<file path="src/rtl/sar_host_pkg.sv">
package sar_host_pkg;

  localparam int TIMER_W = 16;

  typedef enum logic [3:0] {
    ST_IDLE,
    ST_CALH_HI,
    ST_CALH_LO,
    ST_CALW_HI,
    ST_CALW_LO,
    ST_ACQ,
    ST_SETUP,
    ST_CONV_HI,
    ST_CONV_LO,
    ST_FINISH
  } seqState_t;

  typedef struct packed {
    logic               tmrLoad;
    logic [TIMER_W-1:0] tmrVal;
    logic               pulseClr;
    logic               pulseInc;
    logic               shiftClr;
    logic               publish;
    logic               errSet;
    logic               errClr;
    logic               sampleLvl;
    logic               clkLvl;
    logic               calLvl;
  } seqCmd_t;

endpackage

</file>
<file path="src/rtl/sar_host_ctl.sv">
module sar_host_ctl
  import sar_host_pkg::*;
#(
  parameter int ACQ_CYC          = 8,
  parameter int SETUP_CYC        = 2,
  parameter int CLK_HI_CYC       = 2,
  parameter int CLK_LO_CYC       = 2,
  parameter int CAL_HOLD_CLKS    = 4,
  parameter int CAL_TIMEOUT_CLKS = 5000,
  parameter int CONV_CLKS        = 17,
  parameter int CNT_W            = 13
) (
  input  logic             clk,
  input  logic             rstN,
  input  logic             startConv,
  input  logic             startCal,
  input  logic             tmrZero,
  input  logic [CNT_W-1:0] pulseCnt,
  input  logic             bitsDone,
  input  logic             busySync,
  output seqCmd_t          cmd,
  output logic             ready
);

  seqState_t st, nxt;
  logic dummy, dummyNxt;

  function automatic logic [TIMER_W-1:0] durOf(seqState_t s);
    case (s)
      ST_ACQ:                              durOf = TIMER_W'(ACQ_CYC - 1);
      ST_SETUP:                            durOf = TIMER_W'(SETUP_CYC - 1);
      ST_CALH_HI, ST_CALW_HI, ST_CONV_HI:  durOf = TIMER_W'(CLK_HI_CYC - 1);
      ST_CALH_LO, ST_CALW_LO, ST_CONV_LO:  durOf = TIMER_W'(CLK_LO_CYC - 1);
      default:                             durOf = '0;
    endcase
  endfunction

  function automatic logic isHigh(seqState_t s);
    isHigh = (s == ST_CALH_HI) || (s == ST_CALW_HI) || (s == ST_CONV_HI);
  endfunction

  always_comb begin
    nxt      = st;
    dummyNxt = dummy;
    cmd      = '0;
    case (st)
      ST_IDLE: begin
        if (startCal) begin
          nxt          = ST_CALH_HI;
          cmd.errClr   = 1'b1;
          cmd.pulseClr = 1'b1;
        end else if (startConv) begin
          nxt      = ST_ACQ;
          dummyNxt = 1'b0;
        end
      end
      ST_CALH_HI: if (tmrZero) nxt = ST_CALH_LO;
      ST_CALH_LO: begin
        if (tmrZero) begin
          if (pulseCnt >= CNT_W'(CAL_HOLD_CLKS)) begin
            nxt          = ST_CALW_HI;
            cmd.pulseClr = 1'b1;
          end else begin
            nxt = ST_CALH_HI;
          end
        end
      end
      ST_CALW_HI: if (tmrZero) nxt = ST_CALW_LO;
      ST_CALW_LO: begin
        if (tmrZero) begin
          if (!busySync) begin
            nxt      = ST_ACQ;
            dummyNxt = 1'b1;
          end else if (pulseCnt >= CNT_W'(CAL_TIMEOUT_CLKS)) begin
            nxt        = ST_IDLE;
            cmd.errSet = 1'b1;
          end else begin
            nxt = ST_CALW_HI;
          end
        end
      end
      ST_ACQ:     if (tmrZero) nxt = ST_SETUP;
      ST_SETUP:   if (tmrZero) nxt = ST_CONV_HI;
      ST_CONV_HI: if (tmrZero) nxt = ST_CONV_LO;
      ST_CONV_LO: begin
        if (tmrZero) begin
          if (pulseCnt >= CNT_W'(CONV_CLKS)) nxt = ST_FINISH;
          else                               nxt = ST_CONV_HI;
        end
      end
      ST_FINISH: begin
        if (bitsDone && !busySync) begin
          nxt         = ST_IDLE;
          cmd.publish = !dummy;
          dummyNxt    = 1'b0;
        end
      end
      default: nxt = ST_IDLE;
    endcase

    if (nxt != st) begin
      cmd.tmrLoad = 1'b1;
      cmd.tmrVal  = durOf(nxt);
      if (isHigh(nxt)) cmd.pulseInc = 1'b1;
      if (nxt == ST_ACQ) begin
        cmd.pulseClr = 1'b1;
        cmd.shiftClr = 1'b1;
      end
    end

    cmd.sampleLvl = (nxt == ST_ACQ);
    cmd.clkLvl    = isHigh(nxt);
    cmd.calLvl    = (nxt == ST_CALH_HI) || (nxt == ST_CALH_LO);
  end

  always_ff @(posedge clk or negedge rstN) begin
    if (!rstN) begin
      st    <= ST_IDLE;
      dummy <= 1'b0;
    end else begin
      st    <= nxt;
      dummy <= dummyNxt;
    end
  end

  assign ready = (st == ST_IDLE);

endmodule

</file>
<file path="src/rtl/sar_host_dp.sv">
module sar_host_dp
  import sar_host_pkg::*;
#(
  parameter int WIDTH       = 16,
  parameter int CNT_W       = 13,
  parameter int SYNC_STAGES = 2
) (
  input  logic                    clk,
  input  logic                    rstN,
  input  seqCmd_t                 cmd,
  input  logic                    adcBusy,
  input  logic                    adcData,
  input  logic                    adcDataClk,
  output logic                    tmrZero,
  output logic [CNT_W-1:0]        pulseCnt,
  output logic                    bitsDone,
  output logic                    busySync,
  output logic signed [WIDTH-1:0] result,
  output logic                    resultValid,
  output logic                    calError,
  output logic                    adcSample,
  output logic                    adcClk,
  output logic                    adcCal
);

  localparam int BIT_W = $clog2(WIDTH + 1);

  logic [TIMER_W-1:0]     tmrCnt;
  logic [SYNC_STAGES-1:0] busySh, dataSh, dclkSh;
  logic                   dclkPrev, dclkRise;
  logic [WIDTH-1:0]       shiftReg;
  logic [BIT_W-1:0]       bitCnt;

  // input synchronisers, one chain per converter output
  genvar g;
  generate
    for (g = 0; g < SYNC_STAGES; g++) begin : gSync
      always_ff @(posedge clk or negedge rstN) begin
        if (!rstN) begin
          busySh[g] <= 1'b0;
          dataSh[g] <= 1'b0;
          dclkSh[g] <= 1'b0;
        end else if (g == 0) begin
          busySh[g] <= adcBusy;
          dataSh[g] <= adcData;
          dclkSh[g] <= adcDataClk;
        end else begin
          busySh[g] <= busySh[g-1];
          dataSh[g] <= dataSh[g-1];
          dclkSh[g] <= dclkSh[g-1];
        end
      end
    end
  endgenerate

  assign busySync = busySh[SYNC_STAGES-1];
  assign dclkRise = dclkSh[SYNC_STAGES-1] & ~dclkPrev;

  always_ff @(posedge clk or negedge rstN) begin
    if (!rstN) begin
      tmrCnt <= '0;
    end else if (cmd.tmrLoad) begin
      tmrCnt <= cmd.tmrVal;
    end else if (tmrCnt != '0) begin
      tmrCnt <= tmrCnt - 1'b1;
    end
  end
  assign tmrZero = (tmrCnt == '0);

  always_ff @(posedge clk or negedge rstN) begin
    if (!rstN) begin
      pulseCnt <= '0;
    end else if (cmd.pulseClr) begin
      pulseCnt <= cmd.pulseInc ? CNT_W'(1) : '0;
    end else if (cmd.pulseInc) begin
      pulseCnt <= pulseCnt + 1'b1;
    end
  end

  always_ff @(posedge clk or negedge rstN) begin
    if (!rstN) begin
      dclkPrev <= 1'b0;
      shiftReg <= '0;
      bitCnt   <= '0;
    end else begin
      dclkPrev <= dclkSh[SYNC_STAGES-1];
      if (cmd.shiftClr) begin
        shiftReg <= '0;
        bitCnt   <= '0;
      end else if (dclkRise && !bitsDone) begin
        shiftReg <= {shiftReg[WIDTH-2:0], dataSh[SYNC_STAGES-1]};
        bitCnt   <= bitCnt + 1'b1;
      end
    end
  end
  assign bitsDone = (bitCnt == BIT_W'(WIDTH));

  always_ff @(posedge clk or negedge rstN) begin
    if (!rstN) begin
      result      <= '0;
      resultValid <= 1'b0;
      calError    <= 1'b0;
      adcSample   <= 1'b0;
      adcClk      <= 1'b0;
      adcCal      <= 1'b0;
    end else begin
      resultValid <= cmd.publish;
      if (cmd.publish) result <= shiftReg;
      if (cmd.errClr)      calError <= 1'b0;
      else if (cmd.errSet) calError <= 1'b1;
      adcSample <= cmd.sampleLvl;
      adcClk    <= cmd.clkLvl;
      adcCal    <= cmd.calLvl;
    end
  end

endmodule

</file>
<file path="src/rtl/sar_host_seq.sv">
module sar_host_seq
  import sar_host_pkg::*;
#(
  parameter int WIDTH            = 16,
  parameter int ACQ_CYC          = 8,
  parameter int SETUP_CYC        = 2,
  parameter int CLK_HI_CYC       = 2,
  parameter int CLK_LO_CYC       = 2,
  parameter int CAL_HOLD_CLKS    = 4,
  parameter int CAL_TIMEOUT_CLKS = 5000,
  parameter int SYNC_STAGES      = 2
) (
  input  logic                    clk,
  input  logic                    rstN,
  input  logic                    startConv,
  input  logic                    startCal,
  output logic                    ready,
  output logic signed [WIDTH-1:0] result,
  output logic                    resultValid,
  output logic                    calError,
  output logic                    adcSample,
  output logic                    adcClk,
  output logic                    adcCal,
  input  logic                    adcBusy,
  input  logic                    adcData,
  input  logic                    adcDataClk
);

  localparam int CONV_CLKS = WIDTH + 1;
  localparam int MAX_A     = (CAL_TIMEOUT_CLKS > CONV_CLKS) ? CAL_TIMEOUT_CLKS : CONV_CLKS;
  localparam int CNT_MAX   = (MAX_A > CAL_HOLD_CLKS) ? MAX_A : CAL_HOLD_CLKS;
  localparam int CNT_W     = $clog2(CNT_MAX + 1);

  seqCmd_t          cmd;
  logic             tmrZero, bitsDone, busySync;
  logic [CNT_W-1:0] pulseCnt;

  sar_host_ctl #(
    .ACQ_CYC(ACQ_CYC), .SETUP_CYC(SETUP_CYC), .CLK_HI_CYC(CLK_HI_CYC),
    .CLK_LO_CYC(CLK_LO_CYC), .CAL_HOLD_CLKS(CAL_HOLD_CLKS),
    .CAL_TIMEOUT_CLKS(CAL_TIMEOUT_CLKS), .CONV_CLKS(CONV_CLKS), .CNT_W(CNT_W)
  ) u_ctl (
    .clk(clk), .rstN(rstN), .startConv(startConv), .startCal(startCal),
    .tmrZero(tmrZero), .pulseCnt(pulseCnt), .bitsDone(bitsDone),
    .busySync(busySync), .cmd(cmd), .ready(ready)
  );

  sar_host_dp #(
    .WIDTH(WIDTH), .CNT_W(CNT_W), .SYNC_STAGES(SYNC_STAGES)
  ) u_dp (
    .clk(clk), .rstN(rstN), .cmd(cmd), .adcBusy(adcBusy), .adcData(adcData),
    .adcDataClk(adcDataClk), .tmrZero(tmrZero), .pulseCnt(pulseCnt),
    .bitsDone(bitsDone), .busySync(busySync), .result(result),
    .resultValid(resultValid), .calError(calError), .adcSample(adcSample),
    .adcClk(adcClk), .adcCal(adcCal)
  );

endmodule

</file>
<file path="config.mk">
export PLATFORM = sky130hd
export DESIGN_NAME = sar_host_seq
export DESIGN_NICKNAME = d
export VERILOG_FILES = /design/src/rtl/sar_host_pkg.sv /design/src/rtl/sar_host_ctl.sv /design/src/rtl/sar_host_dp.sv /design/src/rtl/sar_host_seq.sv
export SDC_FILE = /design/constraint.sdc
export NUM_CORES = 1
export LEC_CHECK = 0
export CAP_MARGIN = 5
export CORE_MARGIN = 8
export CORE_UTILIZATION = 40
export DETAILED_ROUTE_END_ITERATION = 7
export DONT_BUFFER_PORTS = 1
export PLACE_DENSITY_LB_ADDON = 0.15
export SLEW_MARGIN = 20
export SYNTH_ARGS = -nofsm -noshare
export SYNTH_HDL_FRONTEND = slang
export SYNTH_SLANG_ARGS = --single-unit
</file>
<file path="constraint.sdc">
create_clock -name clk -period 3.4 [get_ports clk]
set_input_delay 1.02 -clock clk [delete_from_list [all_inputs] [get_ports clk]]
set_output_delay 1.02 -clock clk [all_outputs]
set_load 0.02 [all_outputs]
</file>
==> results of run 1 <==
[worst paths after layout]
| check | startpoint | end | slack (ns) | cells after the start |
|---|---|---|---|---|
| setup / recovery | u_dp.pulseCnt[1] | u_dp.pulseCnt[11] | 0.19 | 11 |
| hold / removal | rstN | u_dp.calError | 0.35 | 0 |
| setup reg to reg | u_dp.pulseCnt[1] | u_dp.pulseCnt[11] | 0.19 | 11 |
| hold reg to reg | u_dp.dataSh[0] | u_dp.dataSh[1] | 0.35 | 0 |
| max in group asynchronous | rstN | u_dp.tmrCnt[4] | 2.88 | 0 |
| min in group clk | u_dp.dataSh[0] | u_dp.dataSh[1] | 0.35 | 0 |
[routing by layer]
| metal | global-route usage | wire length [µm] | share of wire | vias up |
|---|---|---|---|---|
| met1 | 0.175 | 4160 | 0.48 | 1468 |
| li1 | - | - | - | 1477 |
| met2 | 0.207 | 3920 | 0.45 | 63 |
| met3 | 0.0455 | 567 | 0.065 | 6 |
| met4 | 0.0553 | 88 | 0.010 | 0 |
| met5 | 0 | 0 | 0 | - |
[synth_stat cells, types with 2 or more instances]
library cell  instances  area (µm²)
o31a_1                2        17.5
a211o_1               2        17.5
nor2b_1               3        18.8
nor4_1                9        56.3
and3_1                3        18.8
a31o_2                3        26.3
mux2i_1               2        20.0
a21oi_1              42         210
nand3b_1              4        30.0
and2_1                4        25.0
nor3b_1               2        15.0
xor2_1                5        43.8
o22ai_1               2        12.5
nor2_1               28         105
xnor2_1              11        96.3
nor4b_1               2        17.5
nand2_1              54         203
clkbuf_1             11        41.3
buf_2                 6        30.0
nand3_1              11        55.1
o32ai_1               2        17.5
or4_1                 7        52.6
inv_1                12        45.0
a31oi_1               8        50.1
o31ai_1               4        30.0
nand2b_1              2        12.5
o21ai_0              11        55.1
o21a_1                2        15.0
ha_1                  6        75.1
or3_1                 9        56.3
or2_2                 2        12.5
mux2_2               16         180
dfrtp_1              83        2080
nand4_1               6        37.5
nor3_1               10        50.1
[layout make-up]
type / count / area [µm²] / share of cell area
Clock buffer: 9 / 124 / 0.0274
Clock inverter: 7 / 123 / 0.0272
Inverter: 12 / 45.0 / 0.00998
Multi-Input combinational cell: 293 / 1840 / 0.408
Sequential cell: 83 / 2080 / 0.460
Tap cell: 133 / 166 / 0.0369
Timing Repair Buffer: 18 / 135 / 0.0299
[flip-flops by register name, indices dropped and copies added (netlist names), 2 cells and up]
register / flops
u_ctl.st: 4
u_dp.bitCnt: 5
u_dp.dataSh: 2
u_dp.dclkSh: 2
u_dp.pulseCnt: 13
u_dp.result: 16
u_dp.shiftReg: 16
u_dp.tmrCnt: 16
[placed cells by master (no fill, tap or decap), types with 3 or more instances in the layout]
cell type	instances
dfrtp_1	82
nand2_1	54
a21oi_1	42
nor2_1	28
buf_4	18
mux2_2	16
inv_1	12
nand3_1	11
o21ai_0	11
xnor2_1	11
nor3_1	10
or3_1	9
clkbuf_8	9
a31oi_1	8
nor4_1	8
or4_1	7
nand4_1	6
ha_1	6
xor2_1	5
and2_1	4
nand3b_1	4
o31ai_1	4
nor2b_1	3
and3_1	3
a31o_2	3
bufinv_16	3
[per-stage QoR]
stage,area (µm²),setup slack [ns],utilization,power (mW)
after global placement,4250,0.280,0.435,2.83
final,4510,0.188,0.462,3.70
after global routing,4510,0.00545,0.462,3.98
after CTS,4500,0.161,0.460,3.73
after floorplan,4040,0.525,-,2.46
after detailed placement,4250,0.181,0.435,2.84
[cells by family (layout without fill, tap and decap cells)]
family	Yosys count	after routing	share of synthesized area
mux	18	18	0.0496
xor+xnor	16	16	0.0347
simple gates	164	164	0.213
buf+inv	30	46	0.0316
flops	83	83	0.515
fa+ha+maj	6	6	0.0186
compound gates	89	89	0.138
[worst reg2reg max path, cell delays in order, from the launching register on]
cell and delay (ns):
dfrtp_1 0.41, inv_1 0.10, ha_1 0.18, or4_4 0.41, o21ai_2 0.18, a31oi_1 0.15
or4_1 0.57, o2111ai_2 0.17, nand4_1 0.14, buf_4 0.19, or4_1 0.48, a21oi_1 0.16
[where the power goes]
part | switching, mW | internal, mW | total (mW) | leakage [nW]
sequential | 0.220 | 1.20 | 1.42 | 1.11
combinational | 0.821 | 0.578 | 1.40 | 0.722
clock | 0.384 | 0.494 | 0.878 | 0.122
[repair_timing]
item,in CTS,in global routing
hold buffers,0,0
resized for setup,0,2
endpoints found under the hold margin,0,0
buffers inserted,0,1
setup endpoints to repair,0,2
==> impl_metrics.json, run 1 <==
{
  "p_leak_nw": 1.95,
  "grt_max_degree": 84,
  "initialDrtViolationCount": 172,
  "synth-edff-count": 0,
  "clock_path_buffers": 2,
  "core_um2": 9770,
  "timing.critical_path.mode_cell": "or4_1",
  "area_growth_syn_to_layout_pct": 11.8,
  "cp_cell_sequence": "inv_1 > ha_1 > or4_4 > o21ai_2 > a31oi_1 > or4_1 > o2111ai_2 > nand4_1 > buf_4 > or4_1 > a21oi_1",
  "num_vias": 3014,
  "rows": 36,
  "global_route_usage_over_all_layers": 0.137,
  "final_nets": 430,
  "tritoncts": "done",
  "clock_insertion_delay_worst_skew_ns": 0.35,
  "slowest_stage_delay_cp_ns": 0.57,
  "fin_hold_ws_ns": 0.352,
  "critPathKind": "register to register",
  "synth_flop_cell": "dfrtp_1",
  "setup.worst_path.end_class": "register",
  "arrival_ns": 3.49,
  "tritoncts_num_sinks": 83,
  "routed_vias_inst": 5.43,
  "unrepaired_setup_endpoints_after_global_routing": "no",
  "globalRoute.totalOverflow": 0,
  "synth.lib_cells_used.distinct": 55,
  "drtPass1Iterations": 4,
  "finalClockSkew_ns": 0.0113,
  "numPlacedInstances": 538,
  "synth-seq-area-share": 0.515,
  "worst_path_dominant_cell_family": "simple AND/OR/NAND/NOR gates",
  "timing_worst_slew_pin_value_ns": 0.749,
  "fp.dieArea_um2": 13600,
  "ir_worst_vdd_v": 0.000302,
  "antenna_cells": 0,
  "crit_path_top_delay_cell": "or4_1",
  "weighted_congestion_reported_at_the_end_of_routability_driven_placement": 0.899,
  "drive_above_1_share": 0.154,
  "final_min_period_over_clock_period": 0.945,
  "crit_required_ns": 3.68,
  "tritoncts.num_buffers": 9,
  "holdCritPathClass": "primary input to asynchronous set/reset pin",
  "maxCapViolCount": 0,
  "post_synth_inst_count": 406,
  "postSynthAreaPerCell_um2": 9.94,
  "crit_path_start_kind": "register",
  "numPortBuffers": 0,
  "period_minus_slack_ns": 3.21,
  "mappedNetlistNets": 419,
  "worst_slew_margin_relative_to_its_limit": 0.501,
  "outcome": "completed",
  "root_buffer": "clkbuf_8",
  "fmax_ghz": 0.311,
  "drt-total-wl_mm": 8.73,
  "cts.reportedPaths.clkPinSlew_ns": 0.09,
  "yosysWarnings": 0,
  "report.final.slew_viol_count": 0,
  "critical_path.max_fanout": 12,
  "fill_cells": 936,
  "finalSetupViolCount": 0,
  "proportion_of_synthesized_flip_flops_having_asynchronous_set_or_reset": 1.00,
  "antenna_left": 0,
  "die_w_um": 116,
  "synth.ff_latch_count": 83,
  "htree_levels": 3,
  "grt_pass1_wl_mm": 14.5,
  "finalHoldViolCount": 0,
  "antenna_found_initial": 0,
  "drc_errors": 0,
  "initial_core_util": 0.413,
  "place.detailed.hpwl_mm": 5.84,
  "die_h_um": 116,
  "drt-wirelength-per-cell_um": 15.7,
  "fin_setup_tns_ns": 0,
  "number_of_global_route_vias_before_repair": 2950,
  "boundaryPins": 29,
  "power.density_cell_area_nw_per_um2": 820,
  "cp.buffers_inverters": 2,
  "syn_area_um2": 4040,
  "final_cell_count_no_fill": 555
}
Note: power is estimated with default switching activity, not from simulation.
==> inputs of run 2 (changes only) <==
SYNTH_HIERARCHICAL = 1   (was unset)
==> run 2 against run 1 <==
Sequential power down 7%. Fmax down 0.90%. Combinational power down 78%. Synthesized cell count up 4.9%. Critical path type unchanged. Critical endpoint is now u_dp/pulseCnt[9]. Largest cell class is now multi-input combinational cells. Highest routed layer unchanged.
==> impl_metrics.json, run 2 <==
{
  "ir_worst_vdd_v": 0.000251,
  "die_w_um": 120,
  "die_h_um": 120,
  "routed_vias_inst": 5.31,
  "synth.area.top_cells": "dfrtp_1, mux2_2, nand2_1",
  "post_synth_inst_count": 426,
  "number_of_global_route_vias_before_repair": 3088,
  "drive_above_1_share": 0.251,
  "antenna_cells": 0,
  "antenna_found_initial": 0,
  "tritoncts_num_sinks": 83,
  "postSynthAreaPerCell_um2": 10.1,
  "seqCellArea_um2": 2080,
  "initialDrtViolationCount": 186,
  "drt-wirelength-per-cell_um": 15.9,
  "timing_worst_slew_pin_value_ns": 0.757,
  "report.final.slew_viol_count": 0,
  "cts.reportedPaths.clkPinSlew_ns": 0.09,
  "fill_cells": 1021,
  "tritoncts.num_buffers": 9,
  "final_min_period_over_clock_period": 0.953,
  "crit_path_start_kind": "register",
  "boundaryPins": 29,
  "grt_max_degree": 84,
  "num_vias": 3153,
  "clock_insertion_delay_worst_skew_ns": 0.36,
  "numPortBuffers": 0,
  "weighted_congestion_reported_at_the_end_of_routability_driven_placement": 0.890,
  "synth.lib_cells_used.distinct": 71,
  "yosysWarnings": 6,
  "drc_errors": 0,
  "crit_required_ns": 3.66,
  "synth.ff_latch_count": 83,
  "htree_levels": 3,
  "finalClockSkew_ns": 0.00975,
  "syn_area_um2": 4310,
  "most_frequent_cells_in_the_layout": "dfrtp_1, nand2_1, nor2_1, buf_4, a21oi_1",
  "fmax_ghz": 0.309,
  "proportion_of_synthesized_flip_flops_having_asynchronous_set_or_reset": 1.00,
  "core_um2": 10700,
  "place.detailed.hpwl_mm": 6.31,
  "setup.reg_to_reg.worst_slack_ns": 0.16,
  "global_route_usage_over_all_layers": 0.136,
  "critical_path.max_fanout": 6,
  "maxCapViolCount": 0,
  "drt-total-wl_mm": 9.44,
  "most_numerous_cell_in_the_yosys_netlist": "dfrtp_1",
  "worst_slew_margin_relative_to_its_limit": 0.494,
  "antenna_left": 0,
  "tritoncts": "done",
  "netlist.top_cell.by_area": "dfrtp_1",
  "grt_pass1_wl_mm": 15.7,
  "clock_path_buffers": 2,
  "synth-seq-area-share": 0.482,
  "synth-edff-count": 0,
  "critPathKind": "register to register",
  "numPlacedInstances": 571,
  "setup.worst_path.end_class": "register",
  "yosysTopAreaCellShare": 0.482,
  "synth_flop_cell": "dfrtp_1",
  "initial_core_util": 0.403,
  "period_minus_slack_ns": 3.24,
  "final_nets": 460,
  "holdCritPathClass": "primary input to asynchronous set/reset pin",
  "area_growth_syn_to_layout_pct": 14.8,
  "outcome": "completed",
  "rows": 38,
  "final_cell_count_no_fill": 594,
  "synth_top_cells_by_count": "dfrtp_1, nand2_1, nor2_1",
  "finalSetupViolCount": 0,
  "multiInputGateArea_um2": 2180,
  "drtPass1Iterations": 5,
  "biggestRegsByFlops": "u_dp/result (16), u_dp/shiftReg (16), u_dp/tmrCnt (16)",
  "globalRoute.totalOverflow": 0,
  "fp.dieArea_um2": 14400,
  "root_buffer": "clkbuf_8",
  "finalHoldViolCount": 0,
  "power.density_cell_area_nw_per_um2": 473,
  "layout.cells.most_common": "dfrtp_1",
  "p_leak_nw": 2.06,
  "arrival_ns": 3.50,
  "report.power.total_mw": 2.34
}
[run 2: cell type report]
| class | count | share of cell area |
|---|---|---|
| inverters | 14 | 0.0106 |
| well taps | 140 | 0.0354 |
| clock inverters | 4 | 0.00657 |
| clock buffers | 12 | 0.0334 |
| repair buffers | 33 | 0.0541 |
| multi-input cells | 308 | 0.440 |
| flip-flops and latches | 83 | 0.420 |
[run 2: logic make-up after synthesis]
group,synth area share
AOI/OAI and AO/OA,0.130
adders and majority gates,0.0116
and+or+nand+nor,0.225
muxes,0.0464
DFF,0.482
xor gates and xnor gates,0.0487
buffers and inverters,0.0566
other,0.000869
[run 2: critical path: stages (launching register included)]
cell and delay, ns:
dfrtp_1 0.42, inv_2 0.10, ha_4 0.14, nor3b_4 0.19, nand3_2 0.12, nor2_4 0.18
nand4_1 0.19, or4_4 0.49, a21oi_4 0.16, nor3_4 0.08, o31ai_4 0.37, o2111ai_4 0.20
nor4_2 0.31, xnor2_1 0.14, nor2_1 0.05
[run 2: power by group]
group	internal [mW]	total [mW]	switching, mW
Sequential	1.15	1.32	0.174
Clock	0.329	0.709	0.379
Combinational	0.168	0.312	0.144
Total	1.65	2.34	0.698
[run 2: per-stage QoR]
stage / setup TNS [ns] / hold WS (ns) / util / setup WS [ns] / area, µm²
finish: 0 / 0.342 / 0.463 / 0.159 / 4950
global route: -0.0172 / 0.307 / 0.463 / -0.0172 / 4950
CTS: 0 / 0.310 / 0.449 / 0.0335 / 4800
detailed placement: 0 / 0.336 / 0.431 / 0.0397 / 4610
global placement: 0 / 0.332 / 0.431 / 0.160 / 4610
floorplan: 0 / 0.331 / - / 0.0237 / 4400
[run 2: path summary, 6_finish.rpt]
check                          startpoint          endpoint  cells after the start
setup / recovery           u_dp/tmrCnt[0]  u_dp/pulseCnt[9]                     14
hold / removal                       rstN    u_dp/result[4]                      0
setup reg to reg           u_dp/tmrCnt[0]  u_dp/pulseCnt[9]                     14
hold reg to reg            u_dp/dclkSh[0]    u_dp/dclkSh[1]                      0
max in group asynchronous            rstN   u_dp/tmrCnt[15]                      0
min in group clk           u_dp/dclkSh[0]    u_dp/dclkSh[1]                      0
[run 2: metal layers]
| layer | track usage | vias to the layer above | share of wire |
|---|---|---|---|
| li1 | - | 1524 | - |
| met1 | 0.175 | 1542 | 0.46 |
| met2 | 0.209 | 70 | 0.47 |
| met3 | 0.0352 | 17 | 0.045 |
| met4 | 0.0695 | 0 | 0.022 |
| met5 | 0 | - | 0 |
[run 2: repair_timing]
item / 4_1_cts / 5_1_grt
hold buffers: 0 / 0
resized for setup: 0 / 21
setup buffers: 0 / 7
setup endpoints to repair: 0 / 21
endpoints found under the hold margin: 0 / 0
==> inputs of run 3 (changes only) <==
CORE_MARGIN = unset   (was 8)
PLACE_DENSITY_LB_ADDON = unset   (was 0.15)
clock period = 2.8 ns   (was 3.4 ns; I/O delays follow)
==> run 3 against run 2 <==
The flow now finishes with violations (negative setup slack). Wire length is 2.5% lower. Worst hold slack worse by 0.17 ns. Sequential power up 17%. Fmax rose by 3.8%. Flip-flop and latch count stayed put. Combinational power rose by 85%. Critical path depth is 1 higher. Utilization rose by 6.7 points. Design area increased by 11%. Final cell count increased by 8.6%. Critical path type unchanged.
==> impl_metrics.json, run 3 (synthesis gave the netlist of run 2 again) <==
{
  "boundaryPins": 29,
  "final_min_period_over_clock_period": 1.11,
  "initialDrtViolationCount": 163,
  "crit_required_ns": 3.04,
  "antenna_cells": 0,
  "global_route_usage_over_all_layers": 0.175,
  "dpl_worst_slack_ns": -0.436,
  "antenna_left": 0,
  "final_nets": 515,
  "rr_worst_depth": 15,
  "biggestRegsByFlops": "u_dp/result (16), u_dp/shiftReg (16), u_dp/tmrCnt (16)",
  "report.final.slew_viol_count": 0,
  "num_vias": 3371,
  "unrepaired_setup_endpoints_after_global_routing": "yes",
  "die_w_um": 106,
  "drtPass1Iterations": 5,
  "worst_slew_margin_relative_to_its_limit": 0.491,
  "switchingPower_uw": 895,
  "number_of_global_route_vias_before_repair": 3466,
  "layout.cells.most_common": "dfrtp_1",
  "tritoncts_num_sinks": 83,
  "grt_max_degree": 84,
  "tritoncts": "done",
  "weighted_congestion_reported_at_the_end_of_routability_driven_placement": 0.847,
  "period_minus_slack_ns": 3.12,
  "p_comb_frac": 0.196,
  "setup.worst_path.end_class": "register",
  "p_leak_nw": 2.41,
  "crit_path_end": "u_dp/pulseCnt[7]",
  "drt-wirelength-per-cell_um": 14.3,
  "numPlacedInstances": 615,
  "fill_cells": 929,
  "power.density_cell_area_nw_per_um2": 536,
  "routed_vias_inst": 5.23,
  "tritoncts.num_buffers": 9,
  "setup_ws_ns": -0.321,
  "finalHoldViolCount": 0,
  "clock_path_buffers": 2,
  "critical_path.max_fanout": 5,
  "outcome": "finished with violations",
  "root_buffer": "clkbuf_8",
  "drc_errors": 0,
  "finalClockSkew_ns": 0.0108,
  "violations_in_the_final_reports": "negative setup slack",
  "timing_worst_slew_pin_value_ns": 0.763,
  "final_cell_count_no_fill": 645,
  "core_um2": 10400,
  "holdCritPathClass": "primary input to asynchronous set/reset pin",
  "htree_levels": 3,
  "antenna_found_initial": 0,
  "seqCellArea_um2": 2080,
  "fin_setup_tns_ns": -4.50,
  "r2r_end": "u_dp/pulseCnt[7]",
  "internal_power_mw": 2.05,
  "drt-total-wl_mm": 9.20,
  "crit_path_start_kind": "register",
  "initial_core_util": 0.416,
  "finalSetupViolCount": 28,
  "timing.critical_path.from": "u_dp/tmrCnt[1]",
  "netSwitchingFraction": 0.304,
  "area_growth_syn_to_layout_pct": 27.3,
  "fmax_ghz": 0.320,
  "seq_power_share": 0.525,
  "die_h_um": 106,
  "maxCapViolCount": 0,
  "clock_power_share": 0.279,
  "place.detailed.hpwl_mm": 6.13,
  "ir_worst_vdd_v": 0.000233,
  "globalRoute.totalOverflow": 0,
  "setup.reg_to_reg.worst_slack_ns": -0.32,
  "rows": 37,
  "numPortBuffers": 0,
  "cts.reportedPaths.clkPinSlew_ns": 0.10,
  "grt_pass1_wl_mm": 15.8,
  "cts.hold.buffers_added": 0,
  "clock_insertion_delay_worst_skew_ns": 0.35,
  "reg2reg_from": "u_dp/tmrCnt[1]",
  "arrival_ns": 3.36,
  "fp.dieArea_um2": 11200,
  "drive_above_1_share": 0.352,
  "most_frequent_cells_in_the_layout": "dfrtp_1, buf_4, nand2_1, nor2_1, a21oi_1",
  "multiInputGateArea_um2": 2280,
  "critPathKind": "register to register"
}
-- run 3: through the flow --
stage	util	hold WS [ns]	total power, mW	cell area, µm²
2_1_floorplan	-	0.331	1.91	4440
3_3_place_gp	0.483	0.335	2.11	5010
3_5_place_dp	0.483	0.340	2.14	5010
4_1_cts	0.517	0.153	2.98	5370
5_1_grt	0.529	0.144	3.12	5490
6_report	0.529	0.173	2.94	5490
-- run 3: worst min-delay path by stage --
stage / start / end / slack, ns / cells past startpoint
finish: rstN / u_dp/result[15] / 0.17 / 0
global route: rstN / u_dp/shiftReg[14] / 0.14 / 0
CTS: rstN / u_dp/result[15] / 0.15 / 0
detailed placement: u_dp/dclkSh[0] / u_dp/dclkSh[1] / 0.34 / 0
global placement: u_dp/busySh[0] / u_dp/busySync / 0.33 / 0
floorplan: u_dp/busySh[0] / u_dp/busySync / 0.33 / 0
-- run 3: layout make-up --
cell class,count,area share
Clock buffer,9,0.0226
Clock inverter,7,0.0114
Inverter,14,0.0105
Multi-Input combinational cell,308,0.415
Sequential cell,83,0.378
Tap cell,136,0.0310
Timing Repair Buffer,88,0.131
-- run 3: worst max-delay path, cell delays in order, from the launching register on --
cell and delay (ns):
dfrtp_1 0.40, inv_2 0.08, ha_4 0.13, nor3b_4 0.19, nand3_2 0.13, nor2_4 0.17, nand4_1 0.13, or4_4 0.48
nand3_2 0.14, buf_4 0.12, nor3b_4 0.27, o2111ai_4 0.24, buf_6 0.18, nor3_4 0.17, xnor2_1 0.13, nor2_1 0.06
-- run 3: power by group through the flow --
stage	Combinational, mW	Clock (mW)	Sequential [mW]
2_1_floorplan	0.332	0	1.58
3_3_place_gp	0.558	0	1.56
3_5_place_dp	0.576	0	1.56
4_1_cts	0.580	0.851	1.54
5_1_grt	0.652	0.891	1.57
6_report	0.577	0.819	1.54
-- run 3: metal layers --
metal | track usage | vias to the layer above | wire (µm)
met4 | 0.0575 | 0 | 102
met1 | 0.220 | 1655 | 4270
met3 | 0.0359 | 11 | 322
met5 | 0 | - | 0
met2 | 0.300 | 59 | 4500
li1 | - | 1646 | -
-- run 3: repair_timing --
action                                  CTS  global route
endpoints found under the setup margin   50            50
setup buffers                            10             6
gates resized for setup                  20            14
pin swaps                                19            14
